[src/rtl/oag_pkg.sv]
package oag_pkg;
  localparam int MODE_W = 3;

  typedef enum logic [MODE_W-1:0] {
    AM_REG    = 3'd0,
    AM_DEF    = 3'd1,
    AM_INC    = 3'd2,
    AM_INC_D  = 3'd3,
    AM_DEC    = 3'd4,
    AM_DEC_D  = 3'd5,
    AM_IDX    = 3'd6,
    AM_IDX_D  = 3'd7
  } amode_e;

  typedef enum logic {
    ST_IDLE = 1'b0,
    ST_WAIT = 1'b1
  } ctl_state_e;
endpackage

[src/rtl/oag_decode.sv]
module oag_decode
  import oag_pkg::*;
#(
  parameter int NREGS  = 8,
  parameter int SP_IDX = 6,
  parameter int PC_IDX = 7,
  localparam int RIDX_W = $clog2(NREGS),
  localparam int SPEC_W = MODE_W + RIDX_W
) (
  input  logic [SPEC_W-1:0] spec,
  input  logic              byte_op,
  output amode_e            mode,
  output logic [RIDX_W-1:0] rsel,
  output logic              is_pc,
  output logic              deferred,
  output logic              is_direct,
  output logic              wide_step,
  output logic              extra
);
  always_comb begin
    mode      = amode_e'(spec[SPEC_W-1 -: MODE_W]);
    rsel      = spec[RIDX_W-1:0];
    is_pc     = (rsel == RIDX_W'(PC_IDX));
    deferred  = (mode == AM_INC_D) || (mode == AM_DEC_D) || (mode == AM_IDX_D);
    is_direct = (mode == AM_REG);
    // byte stepping only applies to ordinary registers
    wide_step = !byte_op || (rsel == RIDX_W'(SP_IDX)) || is_pc;
    extra     = (mode == AM_IDX) || (mode == AM_IDX_D) ||
                (is_pc && ((mode == AM_INC) || (mode == AM_INC_D)));
  end
endmodule

[src/rtl/oag_calc.sv]
module oag_calc
  import oag_pkg::*;
#(
  parameter int DATA_W = 16,
  parameter int NREGS  = 8,
  localparam int RIDX_W = $clog2(NREGS)
) (
  input  logic [NREGS*DATA_W-1:0] regs_flat,
  input  logic [RIDX_W-1:0]       rsel,
  input  amode_e                  mode,
  input  logic                    is_pc,
  input  logic                    wide_step,
  input  logic [DATA_W-1:0]       index_word,
  output logic [DATA_W-1:0]       ptr,
  output logic                    wb_need,
  output logic [DATA_W-1:0]       wb_calc
);
  localparam logic [DATA_W-1:0] TWO = DATA_W'(2);
  localparam logic [DATA_W-1:0] ONE = DATA_W'(1);

  logic [DATA_W-1:0] reg_arr [NREGS];
  logic [DATA_W-1:0] rval, step, base_idx;

  for (genvar g = 0; g < NREGS; g++) begin : g_unpack
    assign reg_arr[g] = regs_flat[g*DATA_W +: DATA_W];
  end

  assign rval     = reg_arr[rsel];
  assign step     = wide_step ? TWO : ONE;
  // the index is added to the program counter after it has passed the index word
  assign base_idx = is_pc ? rval + TWO : rval;

  always_comb begin
    ptr     = rval;
    wb_need = 1'b0;
    wb_calc = rval;
    unique case (mode)
      AM_REG, AM_DEF: begin
        ptr = rval;
      end
      AM_INC: begin
        ptr     = rval;
        wb_need = 1'b1;
        wb_calc = rval + step;
      end
      AM_INC_D: begin
        ptr     = rval;
        wb_need = 1'b1;
        wb_calc = rval + TWO;
      end
      AM_DEC: begin
        ptr     = rval - step;
        wb_need = 1'b1;
        wb_calc = rval - step;
      end
      AM_DEC_D: begin
        ptr     = rval - TWO;
        wb_need = 1'b1;
        wb_calc = rval - TWO;
      end
      AM_IDX, AM_IDX_D: begin
        ptr = base_idx + index_word;
      end
      default: ptr = rval;
    endcase
  end
endmodule

[src/rtl/oag_ctrl.sv]
module oag_ctrl
  import oag_pkg::*;
#(
  parameter int DATA_W = 16,
  parameter int NREGS  = 8,
  localparam int RIDX_W = $clog2(NREGS)
) (
  input  logic              clk,
  input  logic              rst,
  input  logic              start,
  input  logic              deferred,
  input  logic              is_direct,
  input  logic              extra,
  input  logic [DATA_W-1:0] ptr,
  input  logic              wb_need,
  input  logic [DATA_W-1:0] wb_calc,
  input  logic [RIDX_W-1:0] rsel,
  input  logic              mem_ack,
  input  logic [DATA_W-1:0] mem_rdata,
  output logic              busy,
  output logic              mem_req,
  output logic [DATA_W-1:0] mem_addr,
  output logic              done,
  output logic              reg_direct,
  output logic [DATA_W-1:0] eff_addr,
  output logic              wb_en,
  output logic [RIDX_W-1:0] wb_idx,
  output logic [DATA_W-1:0] wb_val,
  output logic              extra_word
);
  ctl_state_e state;
  logic       wbe_q;
  logic       accept;

  assign accept = start && (state == ST_IDLE);
  assign busy   = (state == ST_WAIT);
  assign wb_en  = done && wbe_q;

  always_ff @(posedge clk) begin
    if (rst) begin
      state      <= ST_IDLE;
      done       <= 1'b0;
      mem_req    <= 1'b0;
      mem_addr   <= '0;
      eff_addr   <= '0;
      reg_direct <= 1'b0;
      wbe_q      <= 1'b0;
      wb_idx     <= '0;
      wb_val     <= '0;
      extra_word <= 1'b0;
    end else begin
      done <= 1'b0;
      unique case (state)
        ST_IDLE: begin
          if (accept) begin
            reg_direct <= is_direct;
            wbe_q      <= wb_need;
            wb_idx     <= rsel;
            wb_val     <= wb_calc;
            extra_word <= extra;
            if (deferred) begin
              mem_req  <= 1'b1;
              mem_addr <= ptr;
              state    <= ST_WAIT;
            end else begin
              done     <= 1'b1;
              eff_addr <= is_direct ? '0 : ptr;
            end
          end
        end
        ST_WAIT: begin
          if (mem_ack) begin
            mem_req  <= 1'b0;
            eff_addr <= mem_rdata;
            done     <= 1'b1;
            state    <= ST_IDLE;
          end
        end
        default: state <= ST_IDLE;
      endcase
    end
  end


  req_hold_chk: assert property (@(posedge clk) disable iff (rst)
    mem_req && !mem_ack |=> mem_req && $stable(mem_addr));

  ack_done_chk: assert property (@(posedge clk) disable iff (rst)
    mem_req && mem_ack |=> done && !mem_req);

  direct_done_chk: assert property (@(posedge clk) disable iff (rst)
    start && !busy && !deferred |=> done && !mem_req);

  busy_start_chk: assert property (@(posedge clk) disable iff (rst)
    busy && start && !mem_ack |=> busy && $stable(mem_addr) && $stable(wb_val));

  direct_nowb_chk: assert property (@(posedge clk) disable iff (rst)
    done && reg_direct |-> !wb_en && eff_addr == '0);
endmodule

[src/rtl/opnd_addr_gen.sv]
module opnd_addr_gen
  import oag_pkg::*;
#(
  parameter int DATA_W = 16,
  parameter int NREGS  = 8,
  parameter int SP_IDX = 6,
  parameter int PC_IDX = 7,
  localparam int RIDX_W = $clog2(NREGS),
  localparam int SPEC_W = MODE_W + RIDX_W
) (
  input  logic                    clk,
  input  logic                    rst,
  input  logic                    start,
  input  logic [SPEC_W-1:0]       spec,
  input  logic                    byte_op,
  input  logic [NREGS*DATA_W-1:0] regs_flat,
  input  logic [DATA_W-1:0]       index_word,
  output logic                    busy,
  output logic                    mem_req,
  output logic [DATA_W-1:0]       mem_addr,
  input  logic                    mem_ack,
  input  logic [DATA_W-1:0]       mem_rdata,
  output logic                    done,
  output logic                    reg_direct,
  output logic [DATA_W-1:0]       eff_addr,
  output logic                    wb_en,
  output logic [RIDX_W-1:0]       wb_idx,
  output logic [DATA_W-1:0]       wb_val,
  output logic                    extra_word
);
  amode_e            mode;
  logic [RIDX_W-1:0] rsel;
  logic              is_pc, deferred, is_direct, wide_step, extra;
  logic [DATA_W-1:0] ptr, wb_calc;
  logic              wb_need;

  oag_decode #(.NREGS(NREGS), .SP_IDX(SP_IDX), .PC_IDX(PC_IDX)) u_dec (
    .spec(spec), .byte_op(byte_op), .mode(mode), .rsel(rsel), .is_pc(is_pc),
    .deferred(deferred), .is_direct(is_direct), .wide_step(wide_step),
    .extra(extra)
  );

  oag_calc #(.DATA_W(DATA_W), .NREGS(NREGS)) u_calc (
    .regs_flat(regs_flat), .rsel(rsel), .mode(mode), .is_pc(is_pc),
    .wide_step(wide_step), .index_word(index_word), .ptr(ptr),
    .wb_need(wb_need), .wb_calc(wb_calc)
  );

  oag_ctrl #(.DATA_W(DATA_W), .NREGS(NREGS)) u_ctrl (
    .clk(clk), .rst(rst), .start(start), .deferred(deferred),
    .is_direct(is_direct), .extra(extra), .ptr(ptr), .wb_need(wb_need),
    .wb_calc(wb_calc), .rsel(rsel), .mem_ack(mem_ack), .mem_rdata(mem_rdata),
    .busy(busy), .mem_req(mem_req), .mem_addr(mem_addr), .done(done),
    .reg_direct(reg_direct), .eff_addr(eff_addr), .wb_en(wb_en),
    .wb_idx(wb_idx), .wb_val(wb_val), .extra_word(extra_word)
  );


  extra_mode_chk: assert property (@(posedge clk) disable iff (rst)
    start && !busy && (mode == AM_REG || mode == AM_DEF || mode == AM_DEC ||
                       mode == AM_DEC_D) |=> !extra_word);
endmodule

[config.mk]
export PLATFORM = sky130hd
export DESIGN_NAME = opnd_addr_gen
export DESIGN_NICKNAME = d
export VERILOG_FILES = /design/src/rtl/oag_pkg.sv /design/src/rtl/oag_decode.sv /design/src/rtl/oag_calc.sv /design/src/rtl/oag_ctrl.sv /design/src/rtl/opnd_addr_gen.sv
export SDC_FILE = /design/constraint.sdc
export NUM_CORES = 1
export LEC_CHECK = 0
export ABC_AREA = 0
export BUFFER_PORTS_ARGS = -buffer_cell sky130_fd_sc_hd__buf_2
export CAP_MARGIN = 20
export CORE_ASPECT_RATIO = 0.9
export CORE_MARGIN = 3
export CORE_UTILIZATION = 50
export DETAILED_ROUTE_END_ITERATION = 12
export PLACE_DENSITY_LB_ADDON = 0.15
export SYNTH_ARGS = -nofsm -noshare
export SYNTH_HDL_FRONTEND = slang
export SYNTH_SLANG_ARGS = --single-unit
[constraint.sdc]
create_clock -name clk -period 5.3 [get_ports clk]
set_input_delay 0.795 -clock clk [delete_from_list [all_inputs] [get_ports clk]]
set_output_delay 0.795 -clock clk [all_outputs]
set_load 0.01 [all_outputs]
==> metrics.cfg <==
[timing]
skew_ns = 0.00374
finalMaxSlewViolations = 0
setup_ws_ns = 0.479
rsz0062_at_grt = false
period_share = 0.910
slew_headroom = 0.265
setup_tns_ns = 0
fmax_mhz = 207
setup-violations-final = 0
finalWorstPathRequiredPeriod_ns = 4.82
tightest_slew_ns = 1.10
hold_viol = 0

[drt]
first_pass_iters = 7
wl_per_cell_um = 20.5
ant_nets = 0
drt_wl_total_um = 22600
vias = 6964
drc = 0
initialDrtViolationCount = 769
via_per_inst = 6.31

[pwr]
power_density_nw_per_um2 = 247
p_total_mw = 1.83
internal_power_mw = 1.17
pwr-share-seq = 0.267
leakagePower_nw = 3.32
p_switching_mw = 0.665
clkPwrFrac = 0.316
peakVddDrop_v = 0.000201
sw_frac_of_total = 0.363
p_comb_frac = 0.418

[cts]
clkTransAtPathRegs_ns = 0.05
cts_hold_buf = 0
cts_tree = done
cts_resized = 0
cts_buffer_depth = 2
post_cts_buffers = 0
cts_buffers = 9
h-tree-depth = 3
cts.sinks = 57
cts_root_buf = clkbuf_16
insertion_delay_ns = 0.33

[worst_setup_path]
path_delay_family = simple AND/OR/NAND/NOR gates
crit_fanout = 22
critPathRequiredTime_ns = 5.56
worstPathArrival_ns = 5.08
cpMostUsedCell = a21oi_1
critPathKind = input pin to register
crit_chain = buf_2 -> mux4_2 -> mux2_2 -> nand3_1 -> nor4_1 -> nand3_1 -> nor2b_1 -> xor2_1 -> ha_1 -> a21oi_1 -> nand2_1 -> nand2_1 -> a211oi_1 -> or3_1 -> a21oi_1 -> o31ai_1 -> a21oi_1
startpoint_type = input pin
crit_path_end_kind = register
crit_buf_inv = 1
critPathMaxStageDelay_ns = 0.44
crit_slowest_cell = buf_2

[yosys]
synth_cell_types = 79
yosysSeqAreaShare = 0.194
synthesis.nets = 930
yosysWarnings = 0
synthCells = 732
synth_edf_count = 0
synth.avg_cell_area_um2 = 8.05
ys_ff_latch = 57
async_flop_share = 0
synth_area_um2 = 5890
synth-main-ff-cell = dfxtp_1

[floorplanning]
core_area_um2 = 11200
die_height_um = 109
die_w_um = 120
fp.dieArea_um2 = 13100
io_pins = 228
rows = 36
initial_utilization = 0.528

[layout]
area_delta_synth_final_pct = 26.0
multiInputGateArea_um2 = 4390
diodes = 0
seqCellArea_um2 = 1140
final_nets = 1146
fill_cells = 982
fin_cells = 1104
drive_gt1_frac = 0.335

[placement]
placed_cells = 1089
numPortBuffers = 227
hpwl_um = 17700
dp_slack_ns = 0.232
gp_congestion = 0.951

[grt]
grtUsageTotal = 0.342
grt_pass1_vias = 6906
grt_pass1_wl_um = 35300
grt_antenna_before_repair = 0
grt_start_max_net_pins = 38
gr-total-overflow = 0

[job]
cap_viol_max_count = 0

[outcome]
status = complete, no violations

[hold_path]
min_path_type = register to register

-- worst paths after layout --
kind              slack, ns             start                  end  cells after the start
hold / removal         0.45  u_ctrl.wb_val[6]     u_ctrl.wb_val[6]                      2
setup / recovery       0.48           spec[1]  u_ctrl.eff_addr[15]                     17
setup reg to reg       2.69       u_ctrl.busy  u_ctrl.mem_addr[14]                      4
hold reg to reg        0.45  u_ctrl.wb_val[6]     u_ctrl.wb_val[6]                      2
-- metrics by stage --
step | cell area, um2 | hold WS [ns] | util
6_report | 7420 | 0.451 | 0.665
5_1_grt | 7420 | 0.480 | 0.665
4_1_cts | 7420 | 0.455 | 0.665
3_5_place_dp | 7130 | 0.444 | 0.638
3_3_place_gp | 7130 | 0.439 | 0.638
2_1_floorplan | 5890 | 0.448 | -
-- cell usage after synthesis, drive strengths merged, types with 6 or more instances --
library cell | n | share of area
nand4 | 9 | 0.0096
o21ai | 50 | 0.042
o211ai | 7 | 0.0089
a211oi | 9 | 0.012
dfxtp | 57 | 0.19
mux2 | 9 | 0.018
nand3 | 31 | 0.026
a31oi | 16 | 0.017
nor4 | 6 | 0.0064
nand2b | 6 | 0.0064
nor2 | 56 | 0.036
mux4 | 25 | 0.099
and3 | 7 | 0.0074
a21o | 6 | 0.0076
buf | 21 | 0.029
ha | 24 | 0.051
o22ai | 7 | 0.0074
a22oi | 6 | 0.0093
o31ai | 8 | 0.010
mux2i | 39 | 0.072
or3 | 6 | 0.0072
inv | 19 | 0.012
xor2 | 7 | 0.010
a21oi | 60 | 0.051
clkbuf | 25 | 0.017
xnor2 | 27 | 0.040
nor3 | 17 | 0.015
nand2 | 97 | 0.063
-- cell usage in the layout, fill, tap and decap left out, drive strengths merged, types with 4 or more instances in the layout --
cell type / instances
a21o: 6
clkbuf: 12
nor3: 17
xor2: 7
nor2b: 5
a31oi: 16
o21ai: 50
nor2: 56
a221oi: 5
clkinv: 4
dfxtp: 57
a22oi: 6
inv: 19
xnor2: 27
a32oi: 5
buf: 252
mux2i: 39
or3: 6
a211oi: 9
mux2: 9
o211ai: 7
nor4: 6
and3: 7
ha: 24
o221ai: 4
nand3: 31
and2: 4
o31ai: 8
nand4: 9
nand2b: 6
nand2: 97
a21oi: 60
o22ai: 7
mux4: 25
o21a: 5
-- flip-flops by register name, indices dropped and copies added, names as in the netlist --
name,cells
u_ctrl.busy,1
u_ctrl.done,1
u_ctrl.eff_addr,16
u_ctrl.extra_word,1
u_ctrl.mem_addr,16
u_ctrl.mem_req,1
u_ctrl.reg_direct,1
u_ctrl.wb_idx,3
u_ctrl.wb_val,16
u_ctrl.wbe_q,1
-- logic make-up (layout without fill, tap and decap cells) --
group / after synthesis / in the layout / synth area share
fa+ha+maj: 27 / 27 / 0.0611
buf+inv: 68 / 288 / 0.0611
flops: 57 / 57 / 0.194
xor+xnor: 34 / 34 / 0.0505
mux: 73 / 73 / 0.190
simple gates: 259 / 259 / 0.208
compound gates: 214 / 214 / 0.236
-- tightest hold or removal path: stages (launching register included) --
cell     delay (ns)
dfxtp_1        0.30
nand2_1        0.05
a21oi_1        0.05
-- power by group through the flow --
| stage | clock (mW) | sequential (mW) | combinational (mW) |
|---|---|---|---|
| 2_1_floorplan | 0 | 0.508 | 0.472 |
| 3_3_place_gp | 0 | 0.494 | 0.728 |
| 3_5_place_dp | 0 | 0.495 | 0.743 |
| 4_1_cts | 0.576 | 0.488 | 0.750 |
| 5_1_grt | 0.597 | 0.492 | 0.829 |
| 6_report | 0.578 | 0.488 | 0.765 |
-- layout make-up --
class | instances | area share
well taps | 152 | 0.0256
clock inverters | 3 | 0.00539
repair buffers | 252 | 0.178
clock buffers | 12 | 0.0345
inverters | 21 | 0.0106
flip-flops and latches | 57 | 0.154
multi-input cells | 607 | 0.592
-- per-layer routing --
| layer | up-vias | routed length (um) | track usage |
|---|---|---|---|
| met5 | - | 0 | 0.0195 |
| met4 | 0 | 844 | 0.136 |
| met3 | 68 | 2080 | 0.0659 |
| met2 | 442 | 10900 | 0.579 |
| met1 | 3280 | 8870 | 0.430 |
| li1 | 3174 | - | - |
Power figures use the tool's default switching activity.
